--- src/rtl/gpio_port_pkg.sv ---
package gpio_port_pkg;

    localparam int REG_ADDR_W = 4;
    typedef logic [REG_ADDR_W-1:0] reg_idx_t;

    localparam reg_idx_t IDX_MODE  = 4'd0;
    localparam reg_idx_t IDX_MASK  = 4'd1;
    localparam reg_idx_t IDX_OUT   = 4'd2;
    localparam reg_idx_t IDX_IN    = 4'd3;
    localparam reg_idx_t IDX_IE    = 4'd4;
    localparam reg_idx_t IDX_FLAG  = 4'd5;
    localparam reg_idx_t IDX_ICLR  = 4'd7;
    localparam reg_idx_t IDX_TYPE  = 4'd8;
    localparam reg_idx_t IDX_POL   = 4'd9;
    localparam reg_idx_t IDX_ANY   = 4'd10;
    localparam reg_idx_t IDX_SYNC  = 4'd11;
    localparam reg_idx_t IDX_SET   = 4'd12;
    localparam reg_idx_t IDX_CLR   = 4'd13;

    typedef enum logic [1:0] {
        PM_ANALOG    = 2'd0,
        PM_PUSHPULL  = 2'd1,
        PM_OPENDRAIN = 2'd2,
        PM_HIZ       = 2'd3
    } pin_mode_e;

endpackage

--- src/rtl/gpio_in_sync.sv ---
module gpio_in_sync #(
    parameter int N_PINS = 8,
    parameter int STAGES = 3
) (
    input  logic              clk,
    input  logic              rst_n,
    input  logic [N_PINS-1:0] pad_in,
    input  logic [N_PINS-1:0] sync_en,
    output logic [N_PINS-1:0] in_q
);

    logic [N_PINS-1:0] sel_bit;

    for (genvar p = 0; p < N_PINS; p++) begin : g_pin
        logic [STAGES-1:0] chain_q;

        always_ff @(posedge clk) begin
            if (!rst_n) begin
                chain_q <= '0;
            end else begin
                chain_q <= {chain_q[STAGES-2:0], pad_in[p]};
            end
        end

        assign sel_bit[p] = sync_en[p] ? chain_q[STAGES-1] : pad_in[p];
    end

    always_ff @(posedge clk) begin
        if (!rst_n) begin
            in_q <= '0;
        end else begin
            in_q <= sel_bit;
        end
    end

endmodule

--- src/rtl/gpio_irq_unit.sv ---
module gpio_irq_unit #(
    parameter int N_PINS = 8
) (
    input  logic              clk,
    input  logic              rst_n,
    input  logic [N_PINS-1:0] in_q,
    input  logic [N_PINS-1:0] ie,
    input  logic [N_PINS-1:0] lvl_type,
    input  logic [N_PINS-1:0] pol,
    input  logic [N_PINS-1:0] any_edge,
    input  logic              clr_we,
    input  logic [N_PINS-1:0] clr_bits,
    output logic [N_PINS-1:0] flag_q,
    output logic              irq
);

    logic [N_PINS-1:0] prev_q;
    logic [N_PINS-1:0] rise;
    logic [N_PINS-1:0] fall;
    logic [N_PINS-1:0] edge_hit;
    logic [N_PINS-1:0] level_hit;
    logic [N_PINS-1:0] hit;
    logic [N_PINS-1:0] clr_mask;

    always_comb begin
        rise      = in_q & ~prev_q;
        fall      = ~in_q & prev_q;
        edge_hit  = (any_edge & (rise | fall))
                  | (~any_edge & pol & rise)
                  | (~any_edge & ~pol & fall);
        level_hit = ~(in_q ^ pol);
        hit       = ie & ((lvl_type & level_hit) | (~lvl_type & edge_hit));
        clr_mask  = clr_we ? clr_bits : '0;
    end

    always_ff @(posedge clk) begin
        if (!rst_n) begin
            prev_q <= '0;
            flag_q <= '0;
        end else begin
            prev_q <= in_q;
            flag_q <= (flag_q & ~clr_mask) | hit;
        end
    end

    assign irq = |flag_q;

endmodule

--- src/rtl/gpio_pad_drive.sv ---
module gpio_pad_drive
    import gpio_port_pkg::*;
#(
    parameter int N_PINS = 8
) (
    input  logic [2*N_PINS-1:0] mode,
    input  logic [N_PINS-1:0]   latch,
    output logic [N_PINS-1:0]   pad_oe,
    output logic [N_PINS-1:0]   pad_out
);

    for (genvar p = 0; p < N_PINS; p++) begin : g_pin
        pin_mode_e pm;
        logic      oe_b;
        logic      d_b;

        assign pm = pin_mode_e'(mode[2*p +: 2]);

        always_comb begin
            unique case (pm)
                PM_PUSHPULL: begin
                    oe_b = 1'b1;
                    d_b  = latch[p];
                end
                PM_OPENDRAIN: begin
                    oe_b = ~latch[p];
                    d_b  = 1'b0;
                end
                default: begin
                    oe_b = 1'b0;
                    d_b  = 1'b0;
                end
            endcase
        end

        assign pad_oe[p]  = oe_b;
        assign pad_out[p] = d_b;
    end

endmodule

--- src/rtl/gpio_port.sv ---
module gpio_port
    import gpio_port_pkg::*;
#(
    parameter int N_PINS = 8,
    parameter int DATA_W = 32,
    parameter int SYNC_STAGES = 3
) (
    input  logic                  clk,
    input  logic                  rst_n,
    input  logic                  we,
    input  logic [REG_ADDR_W-1:0] addr,
    input  logic [DATA_W-1:0]     wdata,
    output logic [DATA_W-1:0]     rdata,
    input  logic [N_PINS-1:0]     pad_in,
    output logic [N_PINS-1:0]     pad_oe,
    output logic [N_PINS-1:0]     pad_out,
    output logic                  irq
);

    localparam int MODE_W = 2 * N_PINS;

    logic [MODE_W-1:0] mode_q;
    logic [N_PINS-1:0] mask_q;
    logic [N_PINS-1:0] out_q;
    logic [N_PINS-1:0] ie_q;
    logic [N_PINS-1:0] typ_q;
    logic [N_PINS-1:0] pol_q;
    logic [N_PINS-1:0] any_q;
    logic [N_PINS-1:0] sync_q;
    logic [N_PINS-1:0] in_q;
    logic [N_PINS-1:0] flag_q;
    logic [N_PINS-1:0] wpin;
    logic [N_PINS-1:0] wfree;
    logic              clr_we;
    logic              unused_wdata_hi;

    assign wpin            = wdata[N_PINS-1:0];
    assign wfree           = wpin & ~mask_q;
    assign clr_we          = we && (addr == IDX_ICLR);
    assign unused_wdata_hi = ^wdata[DATA_W-1:MODE_W];

    always_ff @(posedge clk) begin
        if (!rst_n) begin
            mode_q <= '0;
            mask_q <= '0;
            out_q  <= '0;
            ie_q   <= '0;
            typ_q  <= '0;
            pol_q  <= '0;
            any_q  <= '0;
            sync_q <= '0;
        end else if (we) begin
            case (addr)
                IDX_MODE: mode_q <= wdata[MODE_W-1:0];
                IDX_MASK: mask_q <= wpin;
                IDX_OUT:  out_q  <= (out_q & mask_q) | wfree;
                IDX_SET:  out_q  <= out_q | wfree;
                IDX_CLR:  out_q  <= out_q & ~wfree;
                IDX_IE:   ie_q   <= wpin;
                IDX_TYPE: typ_q  <= wpin;
                IDX_POL:  pol_q  <= wpin;
                IDX_ANY:  any_q  <= wpin;
                IDX_SYNC: sync_q <= wpin;
                default:  ;
            endcase
        end
    end

    always_comb begin
        case (addr)
            IDX_MODE: rdata = DATA_W'(mode_q);
            IDX_MASK: rdata = DATA_W'(mask_q);
            IDX_OUT:  rdata = DATA_W'(out_q);
            IDX_IN:   rdata = DATA_W'(in_q);
            IDX_IE:   rdata = DATA_W'(ie_q);
            IDX_FLAG: rdata = DATA_W'(flag_q);
            IDX_TYPE: rdata = DATA_W'(typ_q);
            IDX_POL:  rdata = DATA_W'(pol_q);
            IDX_ANY:  rdata = DATA_W'(any_q);
            IDX_SYNC: rdata = DATA_W'(sync_q);
            default:  rdata = '0;
        endcase
    end

    gpio_in_sync #(.N_PINS(N_PINS), .STAGES(SYNC_STAGES)) u_sync (
        .clk     (clk),
        .rst_n   (rst_n),
        .pad_in  (pad_in),
        .sync_en (sync_q),
        .in_q    (in_q)
    );

    gpio_irq_unit #(.N_PINS(N_PINS)) u_irq (
        .clk      (clk),
        .rst_n    (rst_n),
        .in_q     (in_q),
        .ie       (ie_q),
        .lvl_type (typ_q),
        .pol      (pol_q),
        .any_edge (any_q),
        .clr_we   (clr_we),
        .clr_bits (wpin),
        .flag_q   (flag_q),
        .irq      (irq)
    );

    gpio_pad_drive #(.N_PINS(N_PINS)) u_pad (
        .mode    (mode_q),
        .latch   (out_q),
        .pad_oe  (pad_oe),
        .pad_out (pad_out)
    );

endmodule

--- config.mk ---
export PLATFORM = sky130hd
export DESIGN_NAME = gpio_port
export DESIGN_NICKNAME = d
export VERILOG_FILES = /design/src/rtl/gpio_port_pkg.sv /design/src/rtl/gpio_in_sync.sv /design/src/rtl/gpio_irq_unit.sv /design/src/rtl/gpio_pad_drive.sv /design/src/rtl/gpio_port.sv
export SDC_FILE = /design/constraint.sdc
export NUM_CORES = 1
export LEC_CHECK = 0
export ABC_AREA = 0
export BUFFER_PORTS_ARGS = -buffer_cell sky130_fd_sc_hd__buf_2
export CAP_MARGIN = 20
export CORE_MARGIN = 3
export CORE_UTILIZATION = 60
export DETAILED_ROUTE_END_ITERATION = 16
export PLACE_DENSITY = 0.83
export SYNTH_ARGS = -nofsm -noshare
export SYNTH_HDL_FRONTEND = slang
export SYNTH_SLANG_ARGS = --single-unit
--- constraint.sdc ---
create_clock -name clk -period 4.7 [get_ports clk]
set_clock_uncertainty 0.15 [all_clocks]
set_input_delay 0 -clock clk [delete_from_list [all_inputs] [get_ports clk]]
set_output_delay 0 -clock clk [all_outputs]
set_load 0.005 [all_outputs]
* After elaboration in Yosys (flattened, before gate mapping) *
Index checks and enable logic that the tools add are counted.

cells by class
  eq/ne operators = 28
  multiplexer cells = 27
  bitwise logic cells = 39
  reduce and logical (&&, ||, !) cells = 12

operator list
  cell                  number
  $pmux W16 S10         1
  $and A8 B8 Y8         14
  $not A8 Y8            9
  $or A8 B8 Y8          7
  $eq A4 B4 Y1 const B  6
  $pmux W8 S3           1
  $eq A2 B1 Y1 const B  8
  $eq A2 B2 Y1 const B  8
  $mux W1               16
  $pmux W1 S2           8
  $reduce_and A2 Y1     8
  $eq A4 B3 Y1 const B  3
  $eq A4 B2 Y1 const B  2
  $mux W8               1
  $not A1 Y1            8
  $reduce_or A8 Y1      1
  $xor A8 B8 Y8         1
  $eq A4 B1 Y1 const B  1
  $logic_not A4 Y1      1
  $reduce_bool A3 Y1    1
  $logic_and A1 B1 Y1   1

word-level totals
  bits in registers = 120
  input bits = 47
  output and inout bits = 49
  word-level logic and storage cells = 125

* Logic depth before layout (Yosys ltp) *
Gate-level depths: netlist of the first run.

  depth after elaboration = 10
  mapped depth = 7
  mapped depth without buffers = 6

* Cells and area by module *
From an unflattened synthesis of the first run, not the netlist that was laid out.

unflattened totals
  cells, all modules = 696
  area total of the unflattened synthesis = 6488.7 µm²

by module, submodules not included
  module          instances  cells an instance  area each (µm²)
  gpio_port       1          414                3806.2
  gpio_irq_unit   1          127                1088.5
  gpio_in_sync    1          75                 943.4
  gpio_pad_drive  1          80                 650.6

* Least setup slack after synthesis of the first run *
OpenSTA, ideal clock, no wires.

  path type = reg2reg
  start point = register u_sync.in_q[3]
  end point = register u_irq.flag_q[3]
  arrival = 1243 ps
  slack = 3191 ps
  cell stages (with the launch flop) = 7
  buffers on the path = 0
  path through = dfxtp_1 > inv_1 > ha_1 > mux2_2 > o21ai_0 > a21oi_1 > a31o_2

on the way
  cells in the longest elaborated chain, start to end = 10

ends and longest elaborated chain
  item                      RTL line             RTL
  start: declaration        gpio_in_sync.sv:9    output logic [N_PINS-1:0] in_q
  start signal: assignment  gpio_in_sync.sv:32   in_q <= sel_bit;
  $not A8 Y8                gpio_irq_unit.sv:27  fall = ~in_q & prev_q;
  $and A8 B8 Y8             gpio_irq_unit.sv:27
  $or A8 B8 Y8              gpio_irq_unit.sv:28  edge_hit = (any_edge & (rise | fall))
  $and A8 B8 Y8             gpio_irq_unit.sv:28
  $or A8 B8 Y8              gpio_irq_unit.sv:29  | (~any_edge & pol & rise)
  $or A8 B8 Y8              gpio_irq_unit.sv:30  | (~any_edge & ~pol & fall);
  $and A8 B8 Y8             gpio_irq_unit.sv:32  hit = ie & ((lvl_type & level_hit) | (~lvl_type & edge_hit));
  $or A8 B8 Y8 *            gpio_irq_unit.sv:32
  $and A8 B8 Y8 *           gpio_irq_unit.sv:32
  $or A8 B8 Y8 *            gpio_irq_unit.sv:42  flag_q <= (flag_q & ~clr_mask) | hit;
  end signal: assignment    gpio_irq_unit.sv:42
  end: declaration          gpio_irq_unit.sv:13  output logic [N_PINS-1:0] flag_q,

Every way passes the cells marked *; elsewhere a longest branch is shown, timed or not.
A chain may end at the register's enable or synchronous reset.

* Final worst setup path of the first run *
  start point = input port addr[0]
  end point = output port rdata[7]

on the way
  cells in the longest elaborated chain, start to end = 2

ends and longest elaborated chain
  item                                  RTL line         RTL
  start: declaration                    gpio_port.sv:11  input logic [REG_ADDR_W-1:0] addr,
  $eq A4 B4 Y1 (tied with other cells)  gpio_port.sv:70  case (addr)
  $pmux W16 S10 *                       gpio_port.sv:70
  end: declaration                      gpio_port.sv:13  output logic [DATA_W-1:0] rdata,

Marked as above.

==> results.cfg, run 1 <==
[outcome]
outcome = completed

[grt]
grt_overflow = 0
grt_max_degree = 75
grt_pass1_vias = 5260
grt_pass1_wl_um = 25600
grt_usage_pct = 27.4
antenna_found_initial = 0

[setup_path]
worstSetupEndpointType = output port
cpLargestDelayFamily = simple AND/OR/NAND/NOR gates
required_ps = 4550
crit_path_start_kind = primary input
reg2reg_slack_ps = 2960
critPathKind = primary input to output port
regToRegEndpoint = u_irq.flag_q[2]
path_cells = buf_2, nor2b_1, a32oi_1, o221ai_1, a211o_1, buf_2
cp_max_fo = 38
critPathMaxStageDelay_ps = 850
slowest_stage = nor2b_1
cp_common_cell = buf_2
cp_data_arrival_time_ps = 2220
worstRegToRegCells = 6
rr_startpoint = u_sync.in_q[2]
critPathBufInv = 2

[power_and_ir_drop]
power_frac_comb_pct = 7.0
power_density_nw_per_um2 = 341
p_switching_uw = 605
switching_share_pct = 23.9
ir_drop_mv = 0.312
power_leakage_nw = 2.93
p_int_mw = 1.93
seqPwrFrac_pct = 41.9
pwr-share-clk_pct = 51.1

[timing]
fin_tns_setup_ps = 0
hold_violations = 0
post-route-period-util_pct = 50.4
fmax_mhz = 422
period_needed_ps = 2370
tightest_slew_ps = 964
setup_viol = 0
grt_setup_unrepaired = no
whs_ps = 80.8
slew_headroom_pct = 35.6
slew_violations = 0

[synth]
avgSynthCellArea_um2 = 8.85
synth_edf_count = 0
async_reset_ff_share_pct = 0
yosysSeqAreaShare_pct = 37.5
synth-seq-cells = 120
yosys_warnings = 0
synth.cell_area_um2 = 6410
synthFlopType = dfxtp_1
syn_inst = 724
ys_types = 48

[placement]
gp_congestion = 0.947
port_buffers = 63
post-place-cells = 860
dp_hpwl_um = 10000
placedInstanceArea_um2 = 6500

[floorplanning]
die_w_um = 109
die_y_um = 109
dieArea_um2 = 12000
num_rows = 37
coreArea_um2 = 10400
io-pin-count = 96
start_util_pct = 61.8

[drt]
ant_nets = 0
drt_wl_total_um = 15600
first_iter_violations = 487
wl_per_cell_um = 16.9
first_pass_iters = 8
route.detailed.drc = 0
vias_per_cell = 5.73
routed-via-count = 5314

[min_path]
hp-class = primary input to register
whs_endpoint = u_sync.g_pin[1].chain_q[0]
holdCritStartpoint = pad_in[1]
min_path_cells = 3

[clocking]
clk-insertion-delay-late_ps = 530
cts_resized = 0
ctsHoldBuffers = 35
clkTransAtPathRegs_ps = 60
post_cts_buffers = 0
h-tree-depth = 4
cts_made_buffers = 17
cts-root-buf = clkbuf_8
cts_tree = done
clock_sinks = 120
cts_buffer_depth = 2

[job]
maxCapViolCount = 0

[cells_and_area]
fin_nets = 857
fin_util_pct = 71.7
final_cells = 927
antenna_cells = 0
fillCellCount = 779
layout-drive-gt1-share_pct = 15.0
fin_area_um2 = 7440
syn2layout_area_growth_pct = 16.1
-- logic make-up after synthesis --
kind of cell / after synthesis / share of synthesized area, %
AOI/OAI and AO/OA: 128 / 14.1
buffers and inverters: 119 / 9.51
and+or+nand+nor: 253 / 21.4
DFF: 120 / 37.5
adders and majority gates: 32 / 6.25
muxes: 63 / 10.1
xor gates and xnor gates: 8 / 1.09
other: 1 / 0.0585
-- per-stage QoR --
| stage | power [mW] | setup WS, ps |
|---|---|---|
| 4_1_cts | 2.54 | 2470 |
| 5_1_grt | 2.62 | 2280 |
| 6_report | 2.53 | 2330 |
| 2_1_floorplan | 1.20 | 3190 |
| 3_3_place_gp | 1.23 | 2130 |
| 3_5_place_dp | 1.24 | 2070 |
-- cell usage in the layout, fill, tap and decap left out, types with 5 or more instances in the layout --
cell type	Yosys	routed
nand2_1	88	88
conb_1	1	16
and2_1	49	49
a31o_2	8	8
a222oi_1	6	6
nand3_1	15	15
ha_1	32	32
mux2_2	12	12
a21oi_1	25	25
a32oi_1	10	10
mux2i_1	51	51
buf_2	13	63
a21boi_0	22	22
clkbuf_16	0	16
clkinvlp_4	0	5
nor2_1	11	11
inv_1	40	40
dfxtp_1	120	120
o21ai_1	9	9
xnor2_1	8	8
nor2b_1	63	63
a22o_1	7	7
o311ai_0	8	8
nand2b_1	8	8
o21ai_0	16	16
dlygate4sd3_1	0	35
-- worst max-delay path by stage --
stage | slack (ps) | to | startpoint | depth (start not counted)
final | 2330 | rdata[7] | addr[0] | 6
after global routing | 2280 | mask_q[1] | addr[0] | 5
after CTS | 2470 | rdata[7] | addr[0] | 6
after detailed placement | 2070 | mask_q[1] | addr[0] | 5
after global placement | 2130 | pol_q[6] | addr[0] | 5
after floorplan | 3190 | u_irq.flag_q[3] | u_sync.in_q[3] | 6
-- power groups by stage --
stage	sequential [mW]	combinational [mW]	clock, mW
floorplan	1.08	0.127	0
global placement	1.08	0.149	0
detailed placement	1.08	0.155	0
CTS	1.06	0.175	1.30
global route	1.06	0.197	1.35
finish	1.06	0.178	1.29
-- layer usage --
| metal | part of all wire, % | vias up | GRT usage, % |
|---|---|---|---|
| met4 | 2.8 | 0 | 11.7 |
| li1 | - | 2506 | - |
| met5 | 0 | - | 0 |
| met3 | 8.5 | 49 | 7.57 |
| met1 | 39 | 2502 | 32.7 |
| met2 | 50 | 257 | 46.3 |
-- cells in the mapped netlist (13+ instances only) --
cell      count  area share [%]
clkbuf_1     27             1.6
nand3_1      15             1.2
nand2_1      88             5.2
nor2b_1      63             6.2
ha_1         32             6.2
and2_1       49             4.8
a21boi_0     22             2.6
buf_2        13             1.0
buf_4        39             4.6
inv_1        40             2.3
dfxtp_1     120              37
o21ai_0      16             1.3
a21oi_1      25             2.0
mux2i_1      51             8.0
-- final cells by class --
| cell class | count | area (um2) | share of cell area, % |
|---|---|---|---|
| clock inverter | 14 | 173 | 2.32 |
| tap | 136 | 170 | 2.29 |
| multi-input combinational | 500 | 3450 | 46.4 |
| inverter | 40 | 150 | 2.02 |
| clock buffer | 18 | 418 | 5.62 |
| timing repair buffer | 99 | 673 | 9.05 |
| sequential | 120 | 2400 | 32.3 |
-- worst reg2reg max path, stage by stage, from the launching register on --
cell	delay [ps]
dfxtp_1	440
inv_1	70
ha_1	190
mux2_2	250
o21ai_0	200
a21oi_1	110
a31o_2	220
-- flip-flops by register name, summed over array words and instances, names as in the netlist --
signal / cells
u_sync.g_pin.chain_q: 24
out_q: 8
u_irq.prev_q: 8
pol_q: 8
ie_q: 8
sync_q: 8
typ_q: 8
mask_q: 8
u_irq.flag_q: 8
mode_q: 16
u_sync.in_q: 8
any_q: 8
No activity file was read; power rests on OpenSTA's default activity.
==> run 2, diff against run 1 <==
ABC_AREA = 1   (was 0)
CORE_UTILIZATION = 51   (was 60)
PLACE_DENSITY = 0.76   (was 0.83)
clock period = 2.15 ns   (was 4.7 ns; I/O delays follow)
==> run 2 against run 1 <==
The flow now finishes with violations (hold timing); non-clock buffer count grew 2; register-to-register slack got worse by 2400 ps; die area increased by 9.7%; critical endpoint is now ie_q[5]; count of clock-buffer cells in the layout increased by 1; synthesized area decreased by 6.3%; wire length down 6.6%; final area decreased by 3.4%; sequential power grew 120%; global-route usage fell by 4.6 points; highest routed layer unchanged.
==> results.cfg, run 2 <==
[setup_path]
required_ps = 2350
rr_startpoint = u_sync.in_q[5]
cp_data_arrival_time_ps = 2100
critPathKind = primary input to register
crit_path_start_kind = primary input
cp_max_fo = 29
worstSetupEndpointType = register
critPathMaxStageDelay_ps = 570
cp_common_cell = dlygate4sd3_1
worstRegToRegCells = 6
path_cells = dlygate4sd3_1, buf_2, buf_4, o21ai_0, a21oi_1, dlygate4sd3_1
reg2reg_slack_ps = 540
slowest_stage = dlygate4sd3_1
regToRegEndpoint = u_irq.flag_q[5]

[synth]
synth.cell_area_um2 = 6000
syn_inst = 843
yosys_warnings = 0
synth_top_cell_by_area = dfxtp_1
ys_types = 27
yosysMostFrequentCell = inv_1
avgSynthCellArea_um2 = 7.12
async_reset_ff_share_pct = 0
synth_top_cells_by_count = inv_1, dfxtp_1, nand2_1
synthTopCellsByArea = dfxtp_1, inv_1, o21ai_0
synth-seq-cells = 120
synth.top_cell.area_share_pct = 40.0
yosysSeqAreaShare_pct = 40.0
synthFlopType = dfxtp_1
synth_edf_count = 0

[drt]
wl_per_cell_um = 13.6
first_iter_violations = 370
vias_per_cell = 5.12
routed-via-count = 5503
drt_wl_total_um = 14600
first_pass_iters = 5
route.detailed.drc = 0
ant_nets = 0

[cells_and_area]
fin_nets = 1000
multi_input_area_um2 = 2740
final_cell_mix = inv_1, dfxtp_1, nand2_1
reg_top3 = u_sync.g_pin.chain_q: 24 flops, mode_q: 16 flops
layout-drive-gt1-share_pct = 13.8
fillCellCount = 982
largest_register_ffs = 24
largest_register = u_sync.g_pin.chain_q
antenna_cells = 0
syn2layout_area_growth_pct = 19.7
ff_latch_area_um2 = 2400
final_common_cell = inv_1

[job]
maxCapViolCount = 0

[clocking]
clock_sinks = 120
cts-root-buf = clkbuf_16
cts_tree = done
post_cts_buffers = 0
cts_made_buffers = 17
clk-insertion-delay-late_ps = 410
h-tree-depth = 4
clkTransAtPathRegs_ps = 60
cts_buffer_depth = 2

[power_and_ir_drop]
total_power_mw = 5.63
pwr-share-clk_pct = 51.1
ir_drop_mv = 0.604
switching_share_pct = 23.3
power_frac_comb_pct = 7.3
seqPwrFrac_pct = 41.6
power_density_nw_per_um2 = 783
p_int_mw = 4.32
p_switching_mw = 1.31
power_leakage_nw = 3.37

[min_path]
min_path_cells = 4
whs_endpoint = out_q[3]
holdCritStartpoint = we
hp-class = primary input to register

[placement]
dp_hpwl_um = 10100
gp_congestion = 0.872
port_buffers = 63
pre_cts_slack_ps = 554

[grt]
grt_usage_pct = 22.8
grt_max_degree = 49
grt_overflow = 0
grt_pass1_wl_um = 23900
antenna_found_initial = 0
grt_pass1_vias = 5263

[floorplanning]
dieArea_um2 = 13100
start_util_pct = 53.7
die_y_um = 114
io-pin-count = 96
die_w_um = 114
coreArea_um2 = 11200
num_rows = 38

[timing]
setup_viol = 0
grt_setup_unrepaired = no
whs_ps = -4.03
tightest_slew_ps = 627
slew_violations = 0
slew_headroom_pct = 58.1
hold_violations = 2
post-route-period-util_pct = 88.6
period_needed_ps = 1900
fin_tns_setup_ps = 0
fin_ws_ps = 246
fmax_mhz = 525

[outcome]
violations = hold timing
outcome = finished with violations
## run 2: changes by cell type in the layout (fill, tap and decap cells not counted), moves of 36 or more
| cell | previous run | this run |
|---|---|---|
| inv_1 | 40 | 144 |
| nand3_1 | 15 | 51 |
| o21ai_0 | 16 | 101 |
| nor2b_1 | 63 | 0 |
| nor2_1 | 11 | 71 |
| a21oi_1 | 25 | 81 |
| and2_1 | 49 | 0 |
| mux2i_1 | 51 | 0 |
## run 2: critical path, delay by kind of cell
| family | cells | cell delay (ps) |
|---|---|---|
| buffers and inverters | 4 | 1780 |
| AO/OA/AOI/OAI | 2 | 300 |
## run 2: cells by family after synthesis
logic type	after synthesis	synth area share, %
AO/OA/AOI/OAI	207	17.6
AND/OR/NAND/NOR	276	20.5
adder cells (fa/ha/maj)	32	6.67
other	1	0.0625
flip-flops	120	40.0
buffers and inverters	207	15.2
## run 2: through the flow
stage                     cell area, um2  utilization (%)  std cells  hold WS, ps
after detailed placement            6250             55.9       1009         51.6
after global routing                7190             64.3       1074         35.7
after floorplan                     6060                -        858        -56.5
final                               7190             64.3       1074        -4.03
after CTS                           7190             64.3       1074         2.63
after global placement              6250             55.9       1009         49.6
## run 2: what timing repair did
| action | in CTS | in global routing |
|---|---|---|
| resized for setup | 0 | 0 |
| endpoints found under the setup margin | 0 | 0 |
| hold buffers | 33 | 0 |
| hold endpoints to repair | 89 | 0 |
## run 2: worst max-delay path by stage
| stage | from | to | slack (ps) | depth (start not counted) |
|---|---|---|---|---|
| after CTS | rst_n | ie_q[5] | 360 | 6 |
| final | rst_n | ie_q[5] | 250 | 6 |
| after floorplan | u_sync.in_q[6] | u_irq.flag_q[6] | 730 | 6 |
| after global routing | rst_n | ie_q[4] | 220 | 6 |
| after global placement | addr[1] | rdata[6] | 580 | 7 |
| after detailed placement | u_sync.in_q[2] | u_irq.flag_q[2] | 550 | 6 |
## run 2: final cells by class
cell class,count,area share [%]
clock buffer,19,6.30
clock inverter,13,2.12
inverter,150,7.84
multi-input combinational,531,38.2
sequential,120,33.4
tap,140,2.44
timing repair buffer,101,9.68
## run 2: power groups by stage
stage               sequential [mW]  combinational (mW)  clock [mW]
floorplan                      2.37               0.268           0
global placement               2.38               0.356           0
detailed placement             2.39               0.364           0
CTS                            2.34               0.408        2.91
global route                   2.35               0.470        3.01
finish                         2.34               0.412        2.88
## run 2: metal layers
layer,GRT usage (%),vias to the layer above,routed length [um]
met4,10.5,0,469
met3,5.02,46,707
met1,28.1,2492,6410
li1,-,2817,-
met2,37.9,148,7010
met5,0,-,0
